==> src/rtl/scl_pkg.sv <==
package scl_pkg;
  localparam int RATIO_W = 32;
  localparam int CODE_W  = 3;
  localparam int FRAC_W  = 16;
  localparam int PHASE_SHIFT = 4;

  localparam logic [RATIO_W-1:0] TH_UNITY = 32'h0001_0000;
  localparam logic [RATIO_W-1:0] TH_B2    = 32'h0000_AAAA;
  localparam logic [RATIO_W-1:0] TH_B3    = 32'h0000_8000;
  localparam logic [RATIO_W-1:0] TH_B4    = 32'h0000_5D17;

  typedef enum logic [1:0] {ST_IDLE, ST_LAUNCH, ST_WAIT, ST_FINISH} scl_state_e;

  typedef enum logic [2:0] {
    OP_H_RATIO, OP_V_RATIO, OP_H_INIT, OP_H_STEP, OP_V_INIT, OP_V_STEP
  } scl_op_e;

  function automatic logic [CODE_W-1:0] pick_bank(input logic [RATIO_W-1:0] r);
    if (r >= TH_UNITY)   return 3'd1;
    else if (r >= TH_B2) return 3'd2;
    else if (r >= TH_B3) return 3'd3;
    else if (r >= TH_B4) return 3'd4;
    else                 return 3'd5;
  endfunction

  function automatic logic [RATIO_W-1:0] round_half(input logic [RATIO_W-1:0] q);
    return (q + 1'b1) >> 1;
  endfunction
endpackage

==> src/rtl/scl_div.sv <==
module scl_div #(
  parameter int DW = 32,
  parameter int SW = 13
) (
  input  logic          clk,
  input  logic          rst_n,
  input  logic          start_i,
  input  logic [DW-1:0] dividend_i,
  input  logic [SW-1:0] divisor_i,
  output logic          done_o,
  output logic [DW-1:0] quot_o
);
  localparam int CW = $clog2(DW);

  logic [DW-1:0] acc_q, orig_q;
  logic [SW-1:0] rem_q, dsr_q;
  logic [CW-1:0] cnt_q;
  logic          run_q, done_q;
  logic [SW:0]   rem_sh, diff;
  logic          fits;
  logic [SW-1:0] rem_nx;

  always_comb begin
    rem_sh = {rem_q, acc_q[DW-1]};
    fits   = rem_sh >= {1'b0, dsr_q};
    diff   = rem_sh - {1'b0, dsr_q};
    rem_nx = fits ? diff[SW-1:0] : rem_sh[SW-1:0];
  end

  always_ff @(posedge clk or negedge rst_n) begin
    if (!rst_n) begin
      acc_q  <= '0;
      orig_q <= '0;
      rem_q  <= '0;
      dsr_q  <= '0;
      cnt_q  <= '0;
      run_q  <= 1'b0;
      done_q <= 1'b0;
    end else begin
      done_q <= 1'b0;
      if (start_i) begin
        acc_q  <= dividend_i;
        orig_q <= dividend_i;
        dsr_q  <= divisor_i;
        rem_q  <= '0;
        cnt_q  <= '0;
        run_q  <= 1'b1;
      end else if (run_q) begin
        acc_q <= {acc_q[DW-2:0], fits};
        rem_q <= rem_nx;
        cnt_q <= cnt_q + 1'b1;
        if (cnt_q == CW'(DW-1)) begin
          run_q  <= 1'b0;
          done_q <= 1'b1;
        end
      end
    end
  end

  assign done_o = done_q;
  assign quot_o = acc_q;

  // quotient times divisor plus remainder rebuilds the dividend
  assert_div_exact_R1: assert property (@(posedge clk) disable iff (!rst_n)
    done_q |-> ((64'(acc_q) * 64'(dsr_q) + 64'(rem_q)) == 64'(orig_q)) && (rem_q < dsr_q));
endmodule

==> src/rtl/scl_code_sel.sv <==
module scl_code_sel
  import scl_pkg::*;
(
  input  logic [RATIO_W-1:0] ratio_i,
  output logic [CODE_W-1:0]  code_o
);
  always_comb code_o = pick_bank(ratio_i);
endmodule

==> src/rtl/scl_phase_calc.sv <==
module scl_phase_calc
  import scl_pkg::*;
#(
  parameter int SZW = 13
) (
  input  logic        clk,
  input  logic        rst_n,
  input  logic        start_i,
  input  logic [12:0] src_w_i,
  input  logic [12:0] src_h_i,
  input  logic [12:0] dst_w_i,
  input  logic [12:0] dst_h_i,
  output logic        busy_o,
  output logic        done_o,
  output logic        error_o,
  output logic        scale_en_o,
  output logic [31:0] h_ratio_o,
  output logic [31:0] v_ratio_o,
  output logic [2:0]  h_code_o,
  output logic [2:0]  v_code_o,
  output logic [31:0] h_init_o,
  output logic [31:0] h_delta_o,
  output logic [31:0] v_init_o,
  output logic [31:0] v_delta_o
);
  localparam int DIVW  = RATIO_W;
  localparam int NAXIS = 2;

  scl_state_e    state_q;
  scl_op_e       op_q;
  logic [SZW-1:0] sw_q, sh_q, dw_q, dh_q;
  logic [DIVW-1:0] ratio_q [NAXIS];
  logic [DIVW-1:0] init_q  [NAXIS];
  logic [DIVW-1:0] step_q  [NAXIS];
  logic [CODE_W-1:0] code_w [NAXIS];
  logic err_q, en_q;

  logic            div_start, div_done;
  logic [DIVW-1:0] div_dvd, div_quot;
  logic [SZW-1:0]  div_dsr;
  logic            zero_req, accept, downscale_hit;

  assign accept        = (state_q == ST_IDLE) && start_i;
  assign zero_req      = (src_w_i == '0) || (src_h_i == '0) || (dst_w_i == '0) || (dst_h_i == '0);
  assign div_start     = (state_q == ST_LAUNCH);
  assign downscale_hit = (ratio_q[0][DIVW-1:FRAC_W] == '0) || (div_quot[DIVW-1:FRAC_W] == '0);

  always_comb begin
    div_dvd = '0;
    div_dsr = sw_q;
    unique case (op_q)
      OP_H_RATIO: begin div_dvd = DIVW'({dw_q, 16'b0}); div_dsr = sw_q; end
      OP_V_RATIO: begin div_dvd = DIVW'({dh_q, 16'b0}); div_dsr = sh_q; end
      OP_H_INIT:  begin div_dvd = DIVW'({sw_q, 4'b0});  div_dsr = dw_q; end
      OP_H_STEP:  begin div_dvd = DIVW'({sw_q, 16'b0}); div_dsr = dw_q; end
      OP_V_INIT:  begin div_dvd = DIVW'({sh_q, 4'b0});  div_dsr = dh_q; end
      default:    begin div_dvd = DIVW'({sh_q, 16'b0}); div_dsr = dh_q; end
    endcase
  end

  scl_div #(.DW(DIVW), .SW(SZW)) u_div (
    .clk        (clk),
    .rst_n      (rst_n),
    .start_i    (div_start),
    .dividend_i (div_dvd),
    .divisor_i  (div_dsr),
    .done_o     (div_done),
    .quot_o     (div_quot)
  );

  always_ff @(posedge clk or negedge rst_n) begin
    if (!rst_n) begin
      state_q <= ST_IDLE;
      op_q    <= OP_H_RATIO;
      {sw_q, sh_q, dw_q, dh_q} <= '0;
      for (int a = 0; a < NAXIS; a++) begin
        ratio_q[a] <= '0;
        init_q[a]  <= '0;
        step_q[a]  <= '0;
      end
      err_q <= 1'b0;
      en_q  <= 1'b0;
    end else begin
      unique case (state_q)
        ST_IDLE: if (start_i) begin
          sw_q <= src_w_i;
          sh_q <= src_h_i;
          dw_q <= dst_w_i;
          dh_q <= dst_h_i;
          for (int a = 0; a < NAXIS; a++) begin
            ratio_q[a] <= '0;
            init_q[a]  <= '0;
            step_q[a]  <= '0;
          end
          en_q  <= 1'b0;
          op_q  <= OP_H_RATIO;
          err_q <= zero_req;
          state_q <= zero_req ? ST_FINISH : ST_LAUNCH;
        end
        ST_LAUNCH: state_q <= ST_WAIT;
        ST_WAIT: if (div_done) begin
          unique case (op_q)
            OP_H_RATIO: ratio_q[0] <= div_quot;
            OP_V_RATIO: ratio_q[1] <= div_quot;
            OP_H_INIT:  init_q[0]  <= round_half(div_quot);
            OP_H_STEP:  step_q[0]  <= div_quot;
            OP_V_INIT:  init_q[1]  <= round_half(div_quot);
            default:    step_q[1]  <= div_quot;
          endcase
          if (op_q == OP_V_RATIO && downscale_hit) begin
            err_q   <= 1'b1;
            state_q <= ST_FINISH;
          end else if (op_q == OP_V_STEP) begin
            en_q    <= 1'b1;
            state_q <= ST_FINISH;
          end else begin
            op_q    <= scl_op_e'(op_q + 3'd1);
            state_q <= ST_LAUNCH;
          end
        end
        default: state_q <= ST_IDLE;
      endcase
    end
  end

  for (genvar g = 0; g < NAXIS; g++) begin : g_axis
    scl_code_sel u_code (.ratio_i(ratio_q[g]), .code_o(code_w[g]));

    // unity-or-above ratio selects the upscale bank
    assert_bank_up_R5: assert property (@(posedge clk) disable iff (!rst_n)
      (ratio_q[g] >= TH_UNITY) |-> (code_w[g] == 3'd1));
    // ratios below the lowest threshold select bank 5
    assert_bank_low_R6: assert property (@(posedge clk) disable iff (!rst_n)
      (ratio_q[g] < TH_B4) |-> (code_w[g] == 3'd5));
  end

  assign busy_o     = (state_q != ST_IDLE);
  assign done_o     = (state_q == ST_FINISH);
  assign error_o    = err_q;
  assign scale_en_o = en_q;
  assign h_ratio_o  = ratio_q[0];
  assign v_ratio_o  = ratio_q[1];
  assign h_code_o   = code_w[0];
  assign v_code_o   = code_w[1];
  assign h_init_o   = init_q[0];
  assign v_init_o   = init_q[1];
  assign h_delta_o  = step_q[0];
  assign v_delta_o  = step_q[1];

  assert_done_pulse_R8: assert property (@(posedge clk) disable iff (!rst_n)
    done_o |=> !done_o && !busy_o);
  assert_err_excl_R7: assert property (@(posedge clk) disable iff (!rst_n)
    done_o |-> (error_o != scale_en_o));
  assert_shrink_err_R2: assert property (@(posedge clk) disable iff (!rst_n)
    (done_o && (h_ratio_o[31:16] == '0 || v_ratio_o[31:16] == '0)) |-> error_o && (h_init_o == '0));
  assert_zero_abort_R9: assert property (@(posedge clk) disable iff (!rst_n)
    (start_i && !busy_o && zero_req) |=> done_o && error_o);
  assert_hold_R10: assert property (@(posedge clk) disable iff (!rst_n)
    (busy_o || !start_i) |=> $stable(sw_q) && $stable(dh_q));
  assert_idle_hold_R10: assert property (@(posedge clk) disable iff (!rst_n)
    (!busy_o && !start_i) |=> $stable(h_ratio_o) && $stable(v_delta_o) && $stable(error_o));
endmodule

==> config.mk <==
export PLATFORM = sky130hd
export DESIGN_NAME = scl_phase_calc
export DESIGN_NICKNAME = d
export VERILOG_FILES = /design/src/rtl/scl_pkg.sv /design/src/rtl/scl_div.sv /design/src/rtl/scl_code_sel.sv /design/src/rtl/scl_phase_calc.sv
export SDC_FILE = /design/constraint.sdc
export NUM_CORES = 1
export LEC_CHECK = 0
export ABC_CLOCK_PERIOD_IN_PS = 2450
export BUFFER_PORTS_ARGS = -buffer_cell sky130_fd_sc_hd__buf_4
export CORE_MARGIN = 1.5
export CORE_UTILIZATION = 53
export CTS_BUF_LIST = sky130_fd_sc_hd__clkbuf_8
export DETAILED_ROUTE_END_ITERATION = 8
export GPL_TIMING_DRIVEN = 0
export PLACE_DENSITY = 0.79
export SETUP_SLACK_MARGIN = 0.1
export SLEW_MARGIN = 25
export SYNTH_ARGS = -nofsm -noshare
export SYNTH_HDL_FRONTEND = slang
export SYNTH_HIERARCHICAL = 1
export SYNTH_SLANG_ARGS = --single-unit
export TNS_END_PERCENT = 30
==> constraint.sdc <==
create_clock -name clk -period 2.45 [get_ports clk]
set_input_delay 0.49 -clock clk [delete_from_list [all_inputs] [get_ports clk]]
set_output_delay 0.49 -clock clk [all_outputs]
set_load 0.005 [all_outputs]
==> impl_metrics.json, run 1 <==
{
  "place.detailed.hpwl_um": 33820,
  "synth_largest_area_cell": "dfrtp_1",
  "fin_area_sq_um": 19080,
  "n_antenna_cell": 0,
  "ant_nets": 0,
  "required_ns": 1.96,
  "skew_ns": 0.01485,
  "power.leakage_nw": 8.939,
  "die_y_um": 170.4,
  "finalMaxSlewViolations": 0,
  "post-place-cells": 2145,
  "cts_tree": "yes",
  "worstReg2RegStart": "u_div/quot_o[31]",
  "synth_cell_type_count": 71,
  "io_pins": 257,
  "peakVddDrop_mv": 0.6112,
  "pre_cts_ws_ns": -0.3314,
  "grt_pass1_vias": 12870,
  "track_usage": 0.3196,
  "hold_path_class": "input port to flop",
  "die_w_um": 170.4,
  "worstPathArrival_ns": 2.02,
  "yosys-top-cells-area": "dfrtp_1 (53%), nand2_1 (7.0%), o21ai_0 (6.8%)",
  "avgRoutedWirePerCell_um": 20.63,
  "cp-start-kind": "flop",
  "worst_setup_path_end_kind": "primary output",
  "synthArstFlopShare": 1.000,
  "firstDrtPassIters": 9,
  "avgSynthCellArea_sq_um": 9.899,
  "gp_congestion": 0.9581,
  "ys_seq_area_frac": 0.5288,
  "wl_um": 46730,
  "status": "finished, violations left",
  "max_freq_ghz": 0.3988,
  "synth_top_area_frac": 0.5288,
  "start_util": 0.5363,
  "via_per_inst": 5.923,
  "synth_edf_count": 0,
  "clk_path_buf_depth": 3,
  "period_share": 1.024,
  "cts.sinks": 314,
  "path_max_fanout": 2,
  "core.rowCount": 61,
  "worstSkewPairLatency_ns": 0.58,
  "netlist_area_sq_um": 14860,
  "r2r_cells": 10,
  "ys.flop_type": "dfrtp_1",
  "final-hold-violation-count": 0,
  "area_growth_pct": 28.43,
  "placed_area_sq_um": 17390,
  "timing.setup.critical_path_class": "flop to primary output",
  "routed-via-count": 13420,
  "period_needed_ns": 2.508,
  "mostFrequentLayoutCells": "dfrtp_1 (306), buf_4 (283), nand2_1 (277)",
  "io_buffers": 254,
  "cp-endpoint": "v_code_o[0]",
  "failed_checks": "DRC, setup timing",
  "drtIter0Drc": 1407,
  "synth_cells": 1501,
  "numCtsBuffers": 50,
  "total_power_mw": 25.39,
  "p_per_area_nw_per_um2": 1331,
  "layout_setup_ws_ns": -0.05775,
  "dieArea_sq_um": 29050,
  "fillCellCount": 2072,
  "ys_ff_latch": 314,
  "maxCapViolations": 0,
  "grt_max_degree": 84,
  "relSlewSlack": 0.5079,
  "gr-total-overflow": 0,
  "core_sq_um": 27710,
  "layout_commonest_cell": "dfrtp_1",
  "root_buffer": "clkbuf_8",
  "grt_antenna_before_repair": 0,
  "drc": 11,
  "setup_violations": 3,
  "r2r-end": "u_div/rem_q[11]",
  "rsz0062_at_grt": "yes",
  "postLayoutCoreUtil": 0.6888,
  "worstMarginPinSlew_ns": 0.7381,
  "reg2reg_slack_ns": 0,
  "htreeDepth": 2,
  "layoutNonFillerInstCount": 2265,
  "path_clk_slew_ns": 0.06,
  "critPathLaunch": "v_ratio_o[16]",
  "yosys_warnings": 6,
  "nets": 1928,
  "grt_first_pass_wirelength_um": 71950,
  "drive_gt1_frac": 0.3185
}
report_power, final:
part	total [mW]	switching (mW)	internal [mW]	leakage, nW
Clock	4.50	2.08	2.42	0.575
Sequential	9.56	2.41	7.14	4.10
Combinational	11.3	5.95	5.38	4.26
per-layer routing:
metal  global-route usage  wire length, um  up-vias
li1                     -                -     5987
met1               0.4233            18970     6616
met2               0.5321            22800      686
met3              0.05419             3400      126
met4               0.1127             1557        0
met5                    0                0        -
cells in the mapped netlist (6+ instances only):
| cell | n |
|---|---|
| a211oi_1 | 15 |
| a21o_1 | 6 |
| a21oi_1 | 32 |
| a222oi_1 | 13 |
| a22o_1 | 18 |
| a22oi_1 | 9 |
| a31oi_1 | 9 |
| and4_1 | 6 |
| buf_2 | 13 |
| buf_6 | 7 |
| clkbuf_1 | 66 |
| dfrtp_1 | 314 |
| ha_1 | 21 |
| inv_1 | 27 |
| mux2_2 | 53 |
| mux2i_1 | 35 |
| nand2_1 | 279 |
| nand2_2 | 31 |
| nand2b_1 | 6 |
| nand3_1 | 21 |
| nand4_1 | 21 |
| nor2_1 | 79 |
| nor2b_1 | 7 |
| nor3_1 | 17 |
| nor4_1 | 28 |
| o21ai_0 | 202 |
| o21ai_1 | 10 |
| o21ai_2 | 31 |
| xnor2_1 | 28 |
| xor2_1 | 10 |
metrics by stage:
stage                     setup TNS [ns]  hold slack [ns]
after floorplan                        0           0.1944
after global placement           -567.30           0.4666
after detailed placement          -11.51           0.4181
after CTS                       -0.03502           0.1396
after global routing             -0.6551           0.1392
final                            -0.1120           0.1488
critical path, stage by stage, from the launching register on:
cell	delay [ns]
dfrtp_1	0.42
nor4_2	0.30
nand4_1	0.13
buf_4	0.18
a211o_1	0.27
buf_6	0.13
timing repair:
action	CTS	global route
pin swaps	21	23
setup endpoints to repair	170	125
hold buffers	1	0
gates cloned	2	0
hold endpoints to repair	46	0
buffers inserted	23	6
gates resized for setup	58	71
final cells by class:
type | instances | area [sq um] | area share
Buffer | 96 | 508.0 | 0.02662
Clock buffer | 63 | 867.1 | 0.04544
Clock inverter | 25 | 143.9 | 0.007540
Inverter | 28 | 105.1 | 0.005508
Multi-Input combinational cell | 1071 | 6817 | 0.3572
Sequential cell | 314 | 7868 | 0.4123
Tap cell | 378 | 473.0 | 0.02479
Timing Repair Buffer | 290 | 2301 | 0.1206
worst min-delay path by stage:
stage	from	to	slack (ns)	cells past startpoint
after global placement	h_init_o[3]	h_init_o[3]	0.47	2
final	dst_w_i[6]	dw_q[6]	0.15	2
after detailed placement	rst_n	h_init_o[7]	0.42	1
after global routing	src_w_i[3]	sw_q[3]	0.14	2
after floorplan	rst_n	dh_q[0]	0.19	0
after CTS	dst_w_i[6]	dw_q[6]	0.14	2
cells by family (layout without fill, tap and decap cells):
logic type / Yosys count / in the layout / synth area share
flip-flops: 314 / 314 / 0.5288
AO/OA/AOI/OAI: 389 / 389 / 0.1652
XOR/XNOR: 38 / 38 / 0.02240
AND/OR/NAND/NOR: 525 / 525 / 0.1632
buffers and inverters: 124 / 502 / 0.03731
adder cells (fa/ha/maj): 22 / 22 / 0.01903
multiplexers: 88 / 88 / 0.06375
other: 1 / 9 / 0.0002524
sequential cells by signal, summed over array words and instances, names as in the netlist:
register      flops
u_div/dsr_q      13
h_ratio_o        32
op_q              3
v_ratio_o        32
error_o           1
dw_q             13
sw_q             13
v_delta_o        32
h_init_o         31
u_div/run_q       1
scale_en_o        1
h_delta_o        32
v_init_o         31
dh_q             13
u_div/rem_q      13
u_div/quot_o     32
sh_q             13
state_q           2
u_div/cnt_q       5
u_div/done_o      1
No activity file was read; power rests on OpenSTA's default activity.
==> inputs of run 2 (changes only) <==
CORE_ASPECT_RATIO = 0.5   (was unset)
==> run 2 against run 1 <==
Against the previous run: critical endpoint unchanged; worst setup slack better by 0.024 ns; hold slack worse by 0.011 ns; register-to-register slack gained 0.03 ns; clock power decreased by 11%; global-route usage down 0.62 points; the flow finishes with violations (setup timing); cell area shrank 2.0%; non-clock buffer count shrank 14; maximum frequency grew 0.96%; largest cell class unchanged; critical path depth shrank 1; utilization is 1.2 points lower; sequential power down 0.7%.
==> impl_metrics.json, run 2 (synthesis results as in run 1) <==
{
  "track_usage": 0.3134,
  "finalMaxSlewViolations": 0,
  "mostFrequentLayoutCells": "dfrtp_1 (312), nand2_1 (276), buf_4 (274)",
  "gr-total-overflow": 0,
  "area_growth_pct": 25.89,
  "path_clk_slew_ns": 0.07,
  "failed_checks": "setup timing",
  "status": "finished, violations left",
  "io_buffers": 254,
  "hold_path_class": "input port to flop",
  "grt_pass1_vias": 12080,
  "layout_commonest_cell": "dfrtp_1",
  "grt_antenna_before_repair": 0,
  "p_per_area_nw_per_um2": 1301,
  "n_antenna_cell": 0,
  "timing.setup.critical_path_class": "flop to primary output",
  "ant_nets": 0,
  "period_share": 1.014,
  "timing.hold.worst_endpoint": "dh_q[11]",
  "peakVddDrop_mv": 0.4744,
  "wl_um": 45930,
  "holdCritStartpoint": "dst_h_i[11]",
  "die_w_um": 239.8,
  "firstDrtPassIters": 7,
  "grt_max_degree": 94,
  "worstReg2RegStart": "u_div/rem_q[4]",
  "regArea_sq_um": 7860,
  "cts.sinks": 314,
  "worst_setup_path_end_kind": "primary output",
  "core.rowCount": 43,
  "skew_ns": 0.03445,
  "dieArea_sq_um": 29110,
  "layoutNonFillerInstCount": 2237,
  "max_stage_delay_ns": 0.41,
  "power.leakage_nw": 8.744,
  "whs_path_depth": 2,
  "multi_input_area_sq_um": 6765,
  "drc": 0,
  "drtIter0Drc": 1459,
  "fillCellCount": 2216,
  "relSlewSlack": 0.4421,
  "rsz0062_at_grt": "yes",
  "die_y_um": 121.4,
  "maxCapViolations": 0,
  "final-hold-violation-count": 0,
  "reg2reg_slack_ns": 0.03,
  "slowest_stage": "dfrtp_1",
  "post-place-cells": 2148,
  "fin_setup_tns_ns": -0.06779,
  "path_max_fanout": 3,
  "required_ns": 1.96,
  "core_sq_um": 27650,
  "root_buffer": "clkbuf_8",
  "grt_first_pass_wirelength_um": 69770,
  "nets": 1908,
  "avgRoutedWirePerCell_um": 20.53,
  "cp-start-kind": "flop",
  "r2r_cells": 8,
  "routed-via-count": 13100,
  "gp_congestion": 0.9448,
  "layout_setup_ws_ns": -0.03390,
  "drive_gt1_frac": 0.2997,
  "crit_path_cell_trace": "nor4_2 > nand4_1 > a211o_1 > buf_6",
  "numCtsBuffers": 44,
  "r2r-end": "u_div/rem_q[9]",
  "worstMarginPinSlew_ns": 0.8368,
  "setup_violations": 3,
  "io_pins": 257,
  "htreeDepth": 2,
  "start_util": 0.5373,
  "clk_path_buf_depth": 3,
  "period_needed_ns": 2.484,
  "place.detailed.hpwl_um": 33210,
  "worstPathArrival_ns": 1.99,
  "worstSkewPairLatency_ns": 0.60,
  "cts_tree": "yes",
  "via_per_inst": 5.854,
  "max_freq_ghz": 0.4026
}
run 2: cell count changes in the layout (fill, tap and decap cells not counted), moves of 3 or more:
cell / before / now
buf_2: 12 / 9
buf_4: 283 / 274
clkbuf_8: 63 / 52
clkinv_2: 7 / 2
dfrtp_1: 306 / 312
dfrtp_2: 8 / 2
nor2_1: 71 / 77
nor2_2: 6 / 3
nor2_4: 3 / 0
run 2: how the worst max path moves through the flow:
stage	cells past startpoint	startpoint	slack [ns]	end
after global placement	1	rst_n	-1.92	u_div/rem_q[3]
after CTS	4	v_ratio_o[22]	-0.07	v_code_o[0]
after global routing	4	v_ratio_o[20]	-0.13	v_code_o[0]
after floorplan	9	u_div/quot_o[31]	0.10	u_div/rem_q[11]
after detailed placement	9	u_div/quot_o[31]	-0.34	u_div/rem_q[9]
final	4	v_ratio_o[29]	-0.03	v_code_o[0]
run 2: power breakdown:
group / switching (mW) / total, mW / internal, mW
registers: 2.36 / 9.49 / 7.13
clock network: 2.00 / 4.01 / 2.01
logic: 5.72 / 10.8 / 5.11
run 2: through the flow:
step	utilization	hold slack, ns	cell area [sq um]	total power, mW	setup WS, ns
final	0.6764	0.1378	18700	24.33	-0.03390
after global routing	0.6764	0.1278	18700	25.78	-0.1334
after CTS	0.6650	0.1216	18390	23.55	-0.06618
after detailed placement	0.6280	0.4712	17370	19.15	-0.3418
after global placement	0.6247	0.4636	17280	18.86	-1.917
after floorplan	-	0.1944	14890	14.68	0.1016
run 2: what timing repair did:
action,in CTS,in global routing
buffers inserted,10,7
setup endpoints to repair,159,208
gates resized for setup,30,82
hold endpoints to repair,84,0
cloned,1,1
pin swaps,12,32
hold buffers,1,0
run 2: final cells by class:
| type | instances | share of cell area |
|---|---|---|
| buffer | 95 | 0.02696 |
| clock buffer | 52 | 0.03826 |
| clock inverter | 18 | 0.005552 |
| inverter | 28 | 0.005619 |
| multi-input combinational | 1071 | 0.3617 |
| sequential | 314 | 0.4202 |
| tap | 382 | 0.02555 |
| timing repair buffer | 277 | 0.1161 |
run 2: routing by layer:
metal / share of wire / GRT usage
met1: 0.44 / 0.4572
met2: 0.45 / 0.4748
met3: 0.085 / 0.06324
met4: 0.025 / 0.09019
met5: 0 / 0
run 2: critical path, delay by kind of cell (launching register included):
family	cells	cell delay [ns]
and+or+nand+nor	2	0.57
buffers and inverters	1	0.12
DFF	1	0.41
AOI/OAI and AO/OA	1	0.31
